<file path="src/rtl/conv_enc_pkg.sv">
package conv_enc_pkg;
  localparam int unsigned CE_KMAX = 16;

  // parity of the register bits selected by a generator mask
  function automatic logic tap_parity(input logic [CE_KMAX-1:0] regv,
                                      input logic [CE_KMAX-1:0] gmask);
    return ^(regv & gmask);
  endfunction

  // register value after one bit enters at the newest end
  function automatic logic [CE_KMAX-1:0] push_bit(input logic [CE_KMAX-1:0] regv,
                                                  input logic newb);
    return {regv[CE_KMAX-2:0], newb};
  endfunction
endpackage

</file>
<file path="src/rtl/conv_enc_sreg.sv">
module conv_enc_sreg #(
  parameter int unsigned K = 3
) (
  input  logic         clk,
  input  logic         rst_n,
  input  logic         clr,
  input  logic         shift,
  input  logic         din,
  output logic [K-1:0] sr,
  output logic [K-1:0] sr_next
);
  import conv_enc_pkg::*;

  logic [CE_KMAX-1:0] pushed;

  always_comb begin
    pushed  = push_bit(CE_KMAX'(sr), din);
    sr_next = pushed[K-1:0];
  end

  always_ff @(posedge clk or negedge rst_n) begin
    if (!rst_n)      sr <= '0;
    else if (clr)    sr <= '0;
    else if (shift)  sr <= sr_next;
  end
endmodule

</file>
<file path="src/rtl/conv_enc_taps.sv">
module conv_enc_taps #(
  parameter int unsigned       K    = 3,
  parameter int unsigned       NOUT = 2,
  parameter logic [NOUT*K-1:0] GENS = 6'b101_111
) (
  input  logic [K-1:0]    regv,
  output logic [NOUT-1:0] sym
);
  import conv_enc_pkg::*;

  // generator o drives symbol bit NOUT-1-o, so the first generator is the MSB
  for (genvar o = 0; o < NOUT; o++) begin : g_out
    localparam logic [K-1:0] GMASK = GENS[o*K +: K];
    assign sym[NOUT-1-o] = tap_parity(CE_KMAX'(regv), CE_KMAX'(GMASK));
  end
endmodule

</file>
<file path="src/rtl/conv_enc_obuf.sv">
module conv_enc_obuf #(
  parameter int unsigned W = 2
) (
  input  logic         clk,
  input  logic         rst_n,
  input  logic         clr,
  input  logic         load,
  input  logic [W-1:0] din,
  input  logic         out_ready,
  output logic         out_valid,
  output logic [W-1:0] out_data,
  output logic         room
);
  assign room = !out_valid || out_ready;

  always_ff @(posedge clk or negedge rst_n) begin
    if (!rst_n) begin
      out_valid <= 1'b0;
      out_data  <= '0;
    end else if (clr) begin
      out_valid <= 1'b0;
    end else if (load) begin
      out_valid <= 1'b1;
      out_data  <= din;
    end else if (out_ready) begin
      out_valid <= 1'b0;
    end
  end
endmodule

</file>
<file path="src/rtl/conv_enc_k3.sv">
module conv_enc_k3 #(
  parameter int unsigned       K    = 3,
  parameter int unsigned       NOUT = 2,
  parameter logic [NOUT*K-1:0] GENS = 6'b101_111
) (
  input  logic            clk,
  input  logic            rst_n,
  input  logic            clr,
  input  logic            in_valid,
  output logic            in_ready,
  input  logic            in_bit,
  output logic            out_valid,
  input  logic            out_ready,
  output logic [NOUT-1:0] out_sym,
  output logic [K-2:0]    state
);
  localparam int unsigned SW = K - 1;

  logic [K-1:0]    sr;
  logic [K-1:0]    sr_next;
  logic [NOUT-1:0] sym_next;
  logic            room;
  logic            take;

  assign in_ready = room && !clr;
  assign take     = in_valid && in_ready;

  conv_enc_sreg #(.K(K)) u_sreg (
    .clk(clk), .rst_n(rst_n), .clr(clr), .shift(take), .din(in_bit),
    .sr(sr), .sr_next(sr_next)
  );

  conv_enc_taps #(.K(K), .NOUT(NOUT), .GENS(GENS)) u_taps (
    .regv(sr_next), .sym(sym_next)
  );

  conv_enc_obuf #(.W(NOUT)) u_obuf (
    .clk(clk), .rst_n(rst_n), .clr(clr), .load(take), .din(sym_next),
    .out_ready(out_ready), .out_valid(out_valid), .out_data(out_sym), .room(room)
  );

  // newest stage in the MSB of the state
  for (genvar i = 0; i < SW; i++) begin : g_state
    assign state[SW-1-i] = sr[i];
  end
endmodule

</file>
<file path="config.mk">
export PLATFORM = sky130hd
export DESIGN_NAME = conv_enc_k3
export DESIGN_NICKNAME = d
export VERILOG_FILES = /design/src/rtl/conv_enc_pkg.sv /design/src/rtl/conv_enc_sreg.sv /design/src/rtl/conv_enc_taps.sv /design/src/rtl/conv_enc_obuf.sv /design/src/rtl/conv_enc_k3.sv
export SDC_FILE = /design/constraint.sdc
export NUM_CORES = 1
export LEC_CHECK = 0
export ABC_CLOCK_PERIOD_IN_PS = 1100
export BUFFER_PORTS_ARGS = -buffer_cell sky130_fd_sc_hd__buf_2
export CAP_MARGIN = 20
export CORE_AREA = 4 4 41 43
export DETAILED_ROUTE_END_ITERATION = 8
export DIE_AREA = 0 0 45 47
export MAX_ROUTING_LAYER = met4
export PLACE_DENSITY_LB_ADDON = 0.3
export RECOVER_POWER = 100
export SLEW_MARGIN = 10
export SYNTH_ARGS = -nofsm -noshare
export SYNTH_HDL_FRONTEND = slang
export SYNTH_SLANG_ARGS = --single-unit
</file>
<file path="constraint.sdc">
create_clock -name clk -period 1.1 [get_ports clk]
set_input_delay 0.22 -clock clk [delete_from_list [all_inputs] [get_ports clk]]
set_output_delay 0.22 -clock clk [all_outputs]
set_load 0.05 [all_outputs]
</file>
==> metrics, run 1 <==
outcome complete, but fails checks; failing checks negative setup slack; CTS buffer count 3; final net count between 40 and 50; Rows 13; via count 211; setup ws final -0.221 ns; first-pass GRT wire length 1.15 mm; Syn Inst Count 19; clock transition at the registers of the reported paths about 0.040 ns; syn_nets 25; number of port buffers 11; Power Density approximately 1600 nW/µm²; IO Count 12; TritonRoute pass-1 iters 1; GRT overflow 0; hold path cells 3; yosys warns 0; clk sinks 5; WL final roughly 640 µm; antenna viol nets, final 0; initial antenna violation count 0; diode count 0; Placeable Area around 1300 µm²; Max Slew Vio Count 0; FF-to-FF path depth 3; H-tree Lvls 1; Min-Delay Path Class input port to flop; Crit. End Element output port; Crit path required time 0.88 ns; CTS Buffer Depth 2; Post-Syn Area 254 µm²; actual slew at the worst max-slew pin approximately 0.3 ns; Clock Latency Late Sink between 0.2 and 0.25 ns; all-layer global routing usage 8.78%; Finished Layout Cells 54; Unique masters post-synth 11; Seq/Total Area, Yosys 49.3%; Leakage ~0.21 nW; type of origin of the critical path flop; Worst R2R Setup Slack -0.21 ns; TritonCTS clock tree built; GP Congestion 0.702; Avg Cell Area, Syn about 13 µm²; initial DRC count 0; CP Class flop to output port; Layout area overhead 71.9%; Via density 3.91; Initial Utilization 19.5%; skew final 0.00133 ns; Final Hold Fails 0; worst-path fanout max 2; RSZ-0062 raised after global routing yes; Tmin final ~1.3 ns; Die H 47 µm; largest net degree at the start of global routing 6; Remaining DRCs 0; Die Wd between 40 and 50 µm; vias in the first global route ~260; Peak VDD IR 0.689 mV; Synth Register Bits 5; fin util 33.6%; final setup fails 5; DP Cell Count between 40 and 50; HPWL Detailed around 490 µm; Achievable Freq approximately 0.76 GHz; clk root buf clkbuf_4; fin crit share 120%; fraction of layout cells with a size suffix above 1 roughly 64%; die area roughly 2100 µm²; Routed WL per cell around 12 µm; Slew headroom around 80%; critical path arrival between 1 and 1.5 ns; max-cap violations 0
[layer usage]
metal  global-route usage (%)  share of wire, %  vias up
li1                         -                 -      103
met5                        -                 0        -
met4                     5.26               1.4        0
met2                     13.3                45       13
met3                     6.13                12        2
met1                     8.08                41       93
[synth_stat cells]
cell	count	area share, %
dfrtp_1	5	49
nor2_1	3	4.4
mux2_1	2	8.9
nor2b_1	2	4.9
inv_1	1	1.5
mux2_2	1	4.4
mux2i_1	1	3.9
nor2b_4	1	5.4
nor3b_4	1	7.4
xnor2_1	1	3.4
xnor2_2	1	6.4
[layout by cell type, fill, tap and decap left out, drive strengths merged]
cell         count
nor2             3
inv              1
buf             12
mux2             3
mux2i            1
dfrtp            5
xnor2            2
clkbuf           7
dlygate4sd3      1
nor3b            1
nor2b            3
[final timing paths]
kind | from | endpoint
setup / recovery | u_obuf.out_valid | in_ready
hold / removal | in_valid | u_obuf.out_valid
setup reg to reg | u_obuf.out_valid | u_obuf.out_data[1]
hold reg to reg | u_obuf.out_data[1] | u_obuf.out_data[1]
max in group asynchronous | rst_n | u_obuf.out_valid
min in group asynchronous | rst_n | u_obuf.out_data[0]
[through the flow]
| stage | worst slack (ns) | cell area, µm² | hold WS [ns] | setup TNS [ns] | total power (W) |
|---|---|---|---|---|---|
| 4_1_cts | -0.240 | 418 | 0.223 | -1.02 | 0.000678 |
| 3_3_place_gp | -0.139 | 354 | 0.0406 | -0.511 | 0.000437 |
| 6_report | -0.221 | 437 | 0.231 | -0.925 | 0.000677 |
| 2_1_floorplan | -0.291 | 258 | -0.0756 | -1.13 | 0.000376 |
| 3_5_place_dp | -0.179 | 354 | 0.0456 | -0.735 | 0.000443 |
| 5_1_grt | -0.280 | 437 | 0.261 | -1.25 | 0.000726 |
[sequential cells by signal (all words and copies together) (netlist names)]
register and cells:
u_sreg.sr 2, u_obuf.out_valid 1, u_obuf.out_data 2
[cell type report]
class | instances | area, µm²
clock buffer | 4 | 26.3
tap | 15 | 18.8
multi-input combinational | 13 | 140
sequential | 5 | 126
timing repair buffer | 16 | 121
inverter | 1 | 3.75
fill | 138 | 865
[what timing repair did]
action / 4_1_cts / 5_1_grt
setup endpoints to repair: 7 / 10
gates resized for setup: 8 / 4
setup buffers: 0 / 1
hold buffers: 1 / 0
hold endpoints to repair: 5 / 0
gates cloned: 0 / 0
[where the power goes]
group | switching [W] | total [W] | internal, W
registers | 0.0000172 | 0.000228 | 0.000211
clock network | 0.0000669 | 0.000203 | 0.000137
logic | 0.000150 | 0.000246 | 0.0000951
[cell families after synthesis]
kind of cell,count (synthesis),share of synthesized area (%)
AND/OR/NAND/NOR,7,22.2
XOR/XNOR,2,9.85
buffers and inverters,1,1.48
flip-flops,5,49.3
multiplexers,4,17.2
[critical path: stages, from the launching register on]
cell and delay (ns):
dfrtp_2 0.39, nor2b_4 0.14, buf_6 0.11, nor2_4 0.07, buf_6 0.16
Note: power is estimated with default switching activity, not from simulation.
==> run 2, diff against run 1 <==
--- a/config.mk
+++ b/config.mk
@@ -5,6 +5,7 @@
 export SDC_FILE = /design/constraint.sdc
 export NUM_CORES = 1
 export LEC_CHECK = 0
+export ABC_AREA = 1
 export ABC_CLOCK_PERIOD_IN_PS = 1100
 export BUFFER_PORTS_ARGS = -buffer_cell sky130_fd_sc_hd__buf_2
 export CAP_MARGIN = 20
==> run 2 against run 1 <==
  * The run still ends with negative setup slack left
  * Global-route usage shrank 1.1 points
  * Register-to-register slack gained 0.24 ns
  * Routed wire length grew 5.8%
  * Worst hold slack lost 0.065 ns
  * Sequential share of layout area grew 0.80 points
  * Sequential power shrank 5%
  * Cell count grew 24%
  * Clock-buffer cell count is the same
  * Clock skew grew 0.0025 ns
  * Maximum frequency grew 10%
  * Combinational power shrank 22%
  * Synthesized cell count grew 74%
  * Critical path type unchanged
  * Highest routed layer is now met3
==> metrics, run 2 <==
Finished Layout Cells 67; number of port buffers 11; largest net degree at the start of global routing 8; IO Count 12; Synth Flop Type dfrtp_1; H-tree Lvls 1; diode count 0; top cells by area, synth dfrtp_1 47%, nand2_1 9.8%, nand3_1 9.3%, inv_1 7.0%, nand3_4 6.5%; Die H between 40 and 50 µm; Post-synth ARST share 100%; Slew headroom between 80% and 90%; Leakage around 0.22 nW; Crit. End Element output port; via count approximately 270; Routed WL per cell about 10 µm; syn_nets 39; worst flop-to-flop path endpoint u_sreg.sr[1]; Crit path required time around 0.88 ns; Avg Cell Area, Syn 8.11 µm²; power after layout 0.000625 W; setup tns final -0.0976 ns; GP Congestion just over 0.7; FF-to-FF path depth 6; Rows 13; Post-synth EDFFs 0; final setup fails 1; type of origin of the critical path flop; Psw about 0.00022 W; Max Slew Vio Count 0; Layout area overhead 60.3%; Unique masters post-synth 11; HPWL Detailed between 500 and 600 µm; antenna viol nets, final 0; Power Density about 1500 nW/µm²; critical path arrival between 0.9 and 1 ns; CTS buffer count 3; WL final a little under 700 µm; Achievable Freq 0.835 GHz; Initial Utilization between 20% and 30%; yosys warns 0; hold path cells 2; clk sinks 5; fraction of layout cells with a size suffix above 1 48.1%; cell taking the most area after synthesis dfrtp_1; Seq/Total Area, Yosys between 40% and 50%; TritonRoute pass-1 iters 1; fin util approximately a third; TritonCTS clock tree built; Synth Register Bits 5; clock power share between 30% and 40%; Via density between 3 and 4; Logic pwr share a little under a third; Syn Inst Count 33; Top Registers u_obuf.out_data x2, u_sreg.sr x2, u_obuf.out_valid x1; Clock Latency Late Sink around 0.24 ns; initial antenna violation count 0; initial DRC count 0; share of the synthesized area in the top cell type a little under half; outcome complete, but fails checks; Hold Path Origin clr; fin crit share 109%; die area 2120 µm²; Internal ~0.00040 W; Worst R2R Setup Slack about 0.030 ns; max-cap violations 0; Place WS approximately 0.027 ns; commonest cells after routing, fill and taps aside 7 x nand2_1, 7 x buf_2, 5 x nand3_1, 4 x inv_1, 4 x buf_4; failing checks negative setup slack; setup ws final -0.0976 ns; Sw Share a little over a third; clock transition at the registers of the reported paths 0.04 ns; CTS Buffer Depth 2; all-layer global routing usage ~7.6%; vias in the first global route 270; Tmin final approximately 1.2 ns; skew final 0.00379 ns; Crit Reg-Reg Startpoint u_obuf.out_valid; Remaining DRCs 0; first-pass GRT wire length between 1 and 1.5 mm; Final Hold Fails 0; part of the power in registers approximately a third; clk root buf clkbuf_4; Hold Path End u_obuf.out_valid; Min-Delay Path Class input port to flop; CP Class flop to output port; worst-path fanout max 2; leading cell types by count after synthesis 7 x nand2_1, 5 x dfrtp_1, 5 x inv_1, 5 x nand3_1, 3 x o21ai_1; Peak VDD IR between 0.7 and 0.8 mV; DP Cell Count 60; Placeable Area approximately 1300 µm²; final net count slightly below 60; RSZ-0062 raised after global routing yes; actual slew at the worst max-slew pin ~0.28 ns; Die Wd 45 µm; Post-Syn Area 268 µm²; most common cell in the netlist nand2_1; GRT overflow 0
## run 2: cell families (layout without fill, tap and decap cells)
logic type      after synthesis  count (layout)  synth area share (%)
flops                         5               5                  46.7
compound gates                4               4                  7.47
buf+inv                       7              26                  9.81
simple gates                 17              17                  36.0
## run 2: worst max-delay path, cell delays in order (launching register included)
cell and delay [ns]:
dfrtp_2 0.42, nand2_4 0.07, nand2_4 0.05, clkinvlp_4 0.06, buf_8 0.13
## run 2: how the worst max path moves through the flow
stage	startpoint	endpoint	slack (ns)	cells after the start
finish	u_obuf.out_valid	in_ready	-0.1	4
floorplan	u_obuf.out_valid	in_ready	-0.05	3
CTS	u_obuf.out_valid	in_ready	-0.12	4
global placement	u_obuf.out_valid	in_ready	0.04	4
detailed placement	u_obuf.out_valid	in_ready	0.03	4
global route	u_obuf.out_valid	in_ready	-0.15	4
## run 2: per-layer routing
layer / up-vias / GRT usage (%) / part of all wire [%]
met2: 8 / 11.3 / 51
li1: 141 / - / -
met1: 118 / 8.80 / 42
met4: 0 / 5.26 / 0
met3: 0 / 2.30 / 6.0
met5: - / - / 0
## run 2: power by group through the flow
| stage | clock network (W) | registers [W] | logic [W] |
|---|---|---|---|
| after detailed placement | 0 | 0.000220 | 0.000178 |
| after global routing | 0.000236 | 0.000220 | 0.000208 |
| after CTS | 0.000222 | 0.000217 | 0.000192 |
| after floorplan | 0 | 0.000289 | 0.0000577 |
| after global placement | 0 | 0.000220 | 0.000176 |
| final | 0.000214 | 0.000217 | 0.000193 |
## run 2: stage by stage
step / hold WS, ns / cell area (µm²)
floorplan: -0.0756 / 279
global placement: 0.0403 / 360
detailed placement: 0.0415 / 360
CTS: 0.157 / 419
global route: 0.158 / 429
finish: 0.166 / 429
## run 2: cell type report
type / count / area, µm²
inverter: 7 / 30.0
multi-input combinational: 21 / 121
fill: 148 / 872
tap: 15 / 18.8
sequential: 5 / 128
timing repair buffer: 15 / 105
clock buffer: 4 / 26.3
## run 2: timing repair
action	CTS	global route
pin swaps	1	1
hold endpoints to repair	5	0
hold buffers	1	0
buffers inserted	1	1
setup endpoints to repair	4	3
resized for setup	5	1
==> run 3, diff against run 2 <==
--- a/config.mk
+++ b/config.mk
@@ -6,7 +6,7 @@
 export NUM_CORES = 1
 export LEC_CHECK = 0
 export ABC_AREA = 1
-export ABC_CLOCK_PERIOD_IN_PS = 1100
+export ABC_CLOCK_PERIOD_IN_PS = 1320
 export BUFFER_PORTS_ARGS = -buffer_cell sky130_fd_sc_hd__buf_2
 export CAP_MARGIN = 20
 export CORE_AREA = 4 4 41 43
==> constraint.sdc (replaced) <==
create_clock -name clk -period 1.32 [get_ports clk]
set_input_delay 0.264 -clock clk [delete_from_list [all_inputs] [get_ports clk]]
set_output_delay 0.264 -clock clk [all_outputs]
set_load 0.05 [all_outputs]
==> run 3 against run 2 <==
  * Global-route usage down 0.99 points
  * Cell count down 3.0%
  * Worst setup slack better by 0.16 ns
  * Sequential share of layout area up 3.6 points
  * Largest power group unchanged
  * Via count up 1.1%
  * Die area unchanged
  * Critical endpoint unchanged
  * Register-to-register slack better by 0.16 ns
  * The run now ends clean
  * Total power down 20%
  * Non-clock buffer count down 2
  * First-iteration DRC count up 3
  * Clock-buffer cell count unchanged
==> metrics, run 3 (same netlist as run 2, synthesis figures left out) <==
CTS buffer count 3; power after layout approximately 0.00050 W; Psw 0.000181 W; commonest non-fill, non-tap cell in the layout nand2_1; setup tns final 0 ns; vias in the first global route between 200 and 300; H-tree Lvls 1; worst flop-to-flop path endpoint u_sreg.sr[0]; DR WL met2 around 290 µm; Leakage approximately 0.2 nW; first-pass GRT wire length approximately 970 µm; Hold Path Origin clr; Layout area overhead 41.6%; part of the power in registers 36.3%; Top delay family on crit path flip-flops; die area 2120 µm²; clk sinks 5; setup ws final between 0.06 and 0.07 ns; GP Congestion between 0.6 and 0.7; TritonRoute pass-1 iters 4; Internal approximately 0.00032 W; Via density around 4.2; commonest cells after routing, fill and taps aside 7 x nand2_1, 6 x nand3_1, 5 x clkbuf_2; Top Registers u_obuf.out_data x2, u_sreg.sr x2, u_obuf.out_valid x1; GRT overflow 0; Peak VDD IR about 0.57 mV; antenna viol nets, final 0; sequence of cells on the critical path nand2_4, nand2_2, clkinvlp_4, buf_6; Crit path required time 1.06 ns; fin crit share between 90% and 100%; clock power share 35.6%; Achievable Freq slightly below 0.8 GHz; initial DRC count 3; HPWL Detailed 476 µm; TritonCTS clock tree built; fraction of layout cells with a size suffix above 1 40.0%; CTS Buffer Depth 2; largest net degree at the start of global routing 8; Logic pwr share around 28%; Power Density roughly 1300 nW/µm²; metal3 WL about 62 µm; max-cap violations 0; Placeable Area around 1300 µm²; Remaining DRCs 0; type of origin of the critical path flop; RSZ-0062 raised after global routing no; Slew headroom a little over 80%; all-layer global routing usage under 10%; Worst R2R Setup Slack 0.19 ns; Routed WL per cell 9.72 µm; Die Wd around 45 µm; Min-Delay Path Class input port to flop; final setup fails 0; Final Hold Fails 0; actual slew at the worst max-slew pin between 0.2 and 0.3 ns; WP buf/inv 2; FF-to-FF path depth 5; Crit. End Element output port; number of port buffers 11; critical path arrival 0.99 ns; Die H around 47 µm; initial antenna violation count 0; clock transition at the registers of the reported paths roughly 0.04 ns; WL met1 ~280 µm; CP Class flop to output port; clk root buf clkbuf_4; outcome finished, final reports clean; Clock Latency Late Sink between 0.2 and 0.25 ns; via count between 200 and 300; Hold Path End u_obuf.out_valid; Initial Utilization 20.6%; Rows 13; IO Count 12; skew final 0.00199 ns; worst-path fanout max 2; Max Slew Vio Count 0; Crit Reg-Reg Startpoint u_obuf.out_valid; diode count 0; Tmin final about 1.3 ns; final net count 57; CP max stage delay around 0.4 ns; Sw Share a little over a third; Place WS approximately 0.19 ns; WL final between 600 and 700 µm; hold path cells 2; CP max-delay cell dfrtp_2; top sig layer met3
[run 3: cell types whose count changed in the layout (fill, tap and decap cells not counted), moves of 3 or more]
cell      before  now
o21ai_0        0    3
o21ai_1        3    0
buf_4          4    0
buf_2          7    4
clkbuf_2       0    5
[run 3: area by class of cell]
cell class	count	area [µm²]
Tap cell	15	18.8
Sequential cell	5	126
Timing Repair Buffer	13	73.8
Fill cell	154	922
Inverter	7	30.0
Clock buffer	4	26.3
Multi-Input combinational cell	21	104
[run 3: repair_timing]
item,in CTS,in global routing
hold buffers,1,0
pin swaps,0,1
setup buffers,0,1
resized for setup,2,1
cloned,0,0
endpoints found under the hold margin,5,0
setup endpoints to repair,1,1
[run 3: per-stage QoR]
stage	hold slack (ns)	instances	util, %	cell area [µm²]
detailed placement	0.0825	59	26.6	347
global route	0.217	65	29.1	379
floorplan	-0.0316	33	-	273
global placement	0.0861	59	26.6	347
CTS	0.201	64	29.9	389
finish	0.197	65	29.1	379
[run 3: power groups by stage]
stage	sequential, W	combinational (W)	clock, W
final	0.000182	0.000141	0.000179
after global routing	0.000184	0.000152	0.000187
after CTS	0.000182	0.000149	0.000182
after detailed placement	0.000184	0.000142	0
after global placement	0.000183	0.000142	0
after floorplan	0.000241	0.0000464	0
[run 3: worst max path at each step]
stage                          start  endpoint  slack, ns  cells after the start
floorplan           u_obuf.out_valid  in_ready       0.11                      3
global placement    u_obuf.out_valid  in_ready       0.20                      4
detailed placement         out_ready  in_ready       0.19                      6
CTS                 u_obuf.out_valid  in_ready       0.02                      4
global route        u_obuf.out_valid  in_ready       0.03                      4
finish              u_obuf.out_valid  in_ready       0.06                      4
[run 3: worst reg2reg max path: cells and delay by family (launching register included)]
kind | cells | cell delay (ns)
compound gates | 1 | 0.09
buf+inv | 1 | 0.12
flops | 1 | 0.41
simple gates | 3 | 0.38
[run 3: per-layer routing]
metal	track usage (%)	vias to the layer above
met2	9.89	12
met4	3.51	0
met1	7.87	121
met3	2.30	0
li1	-	137
met5	-	-
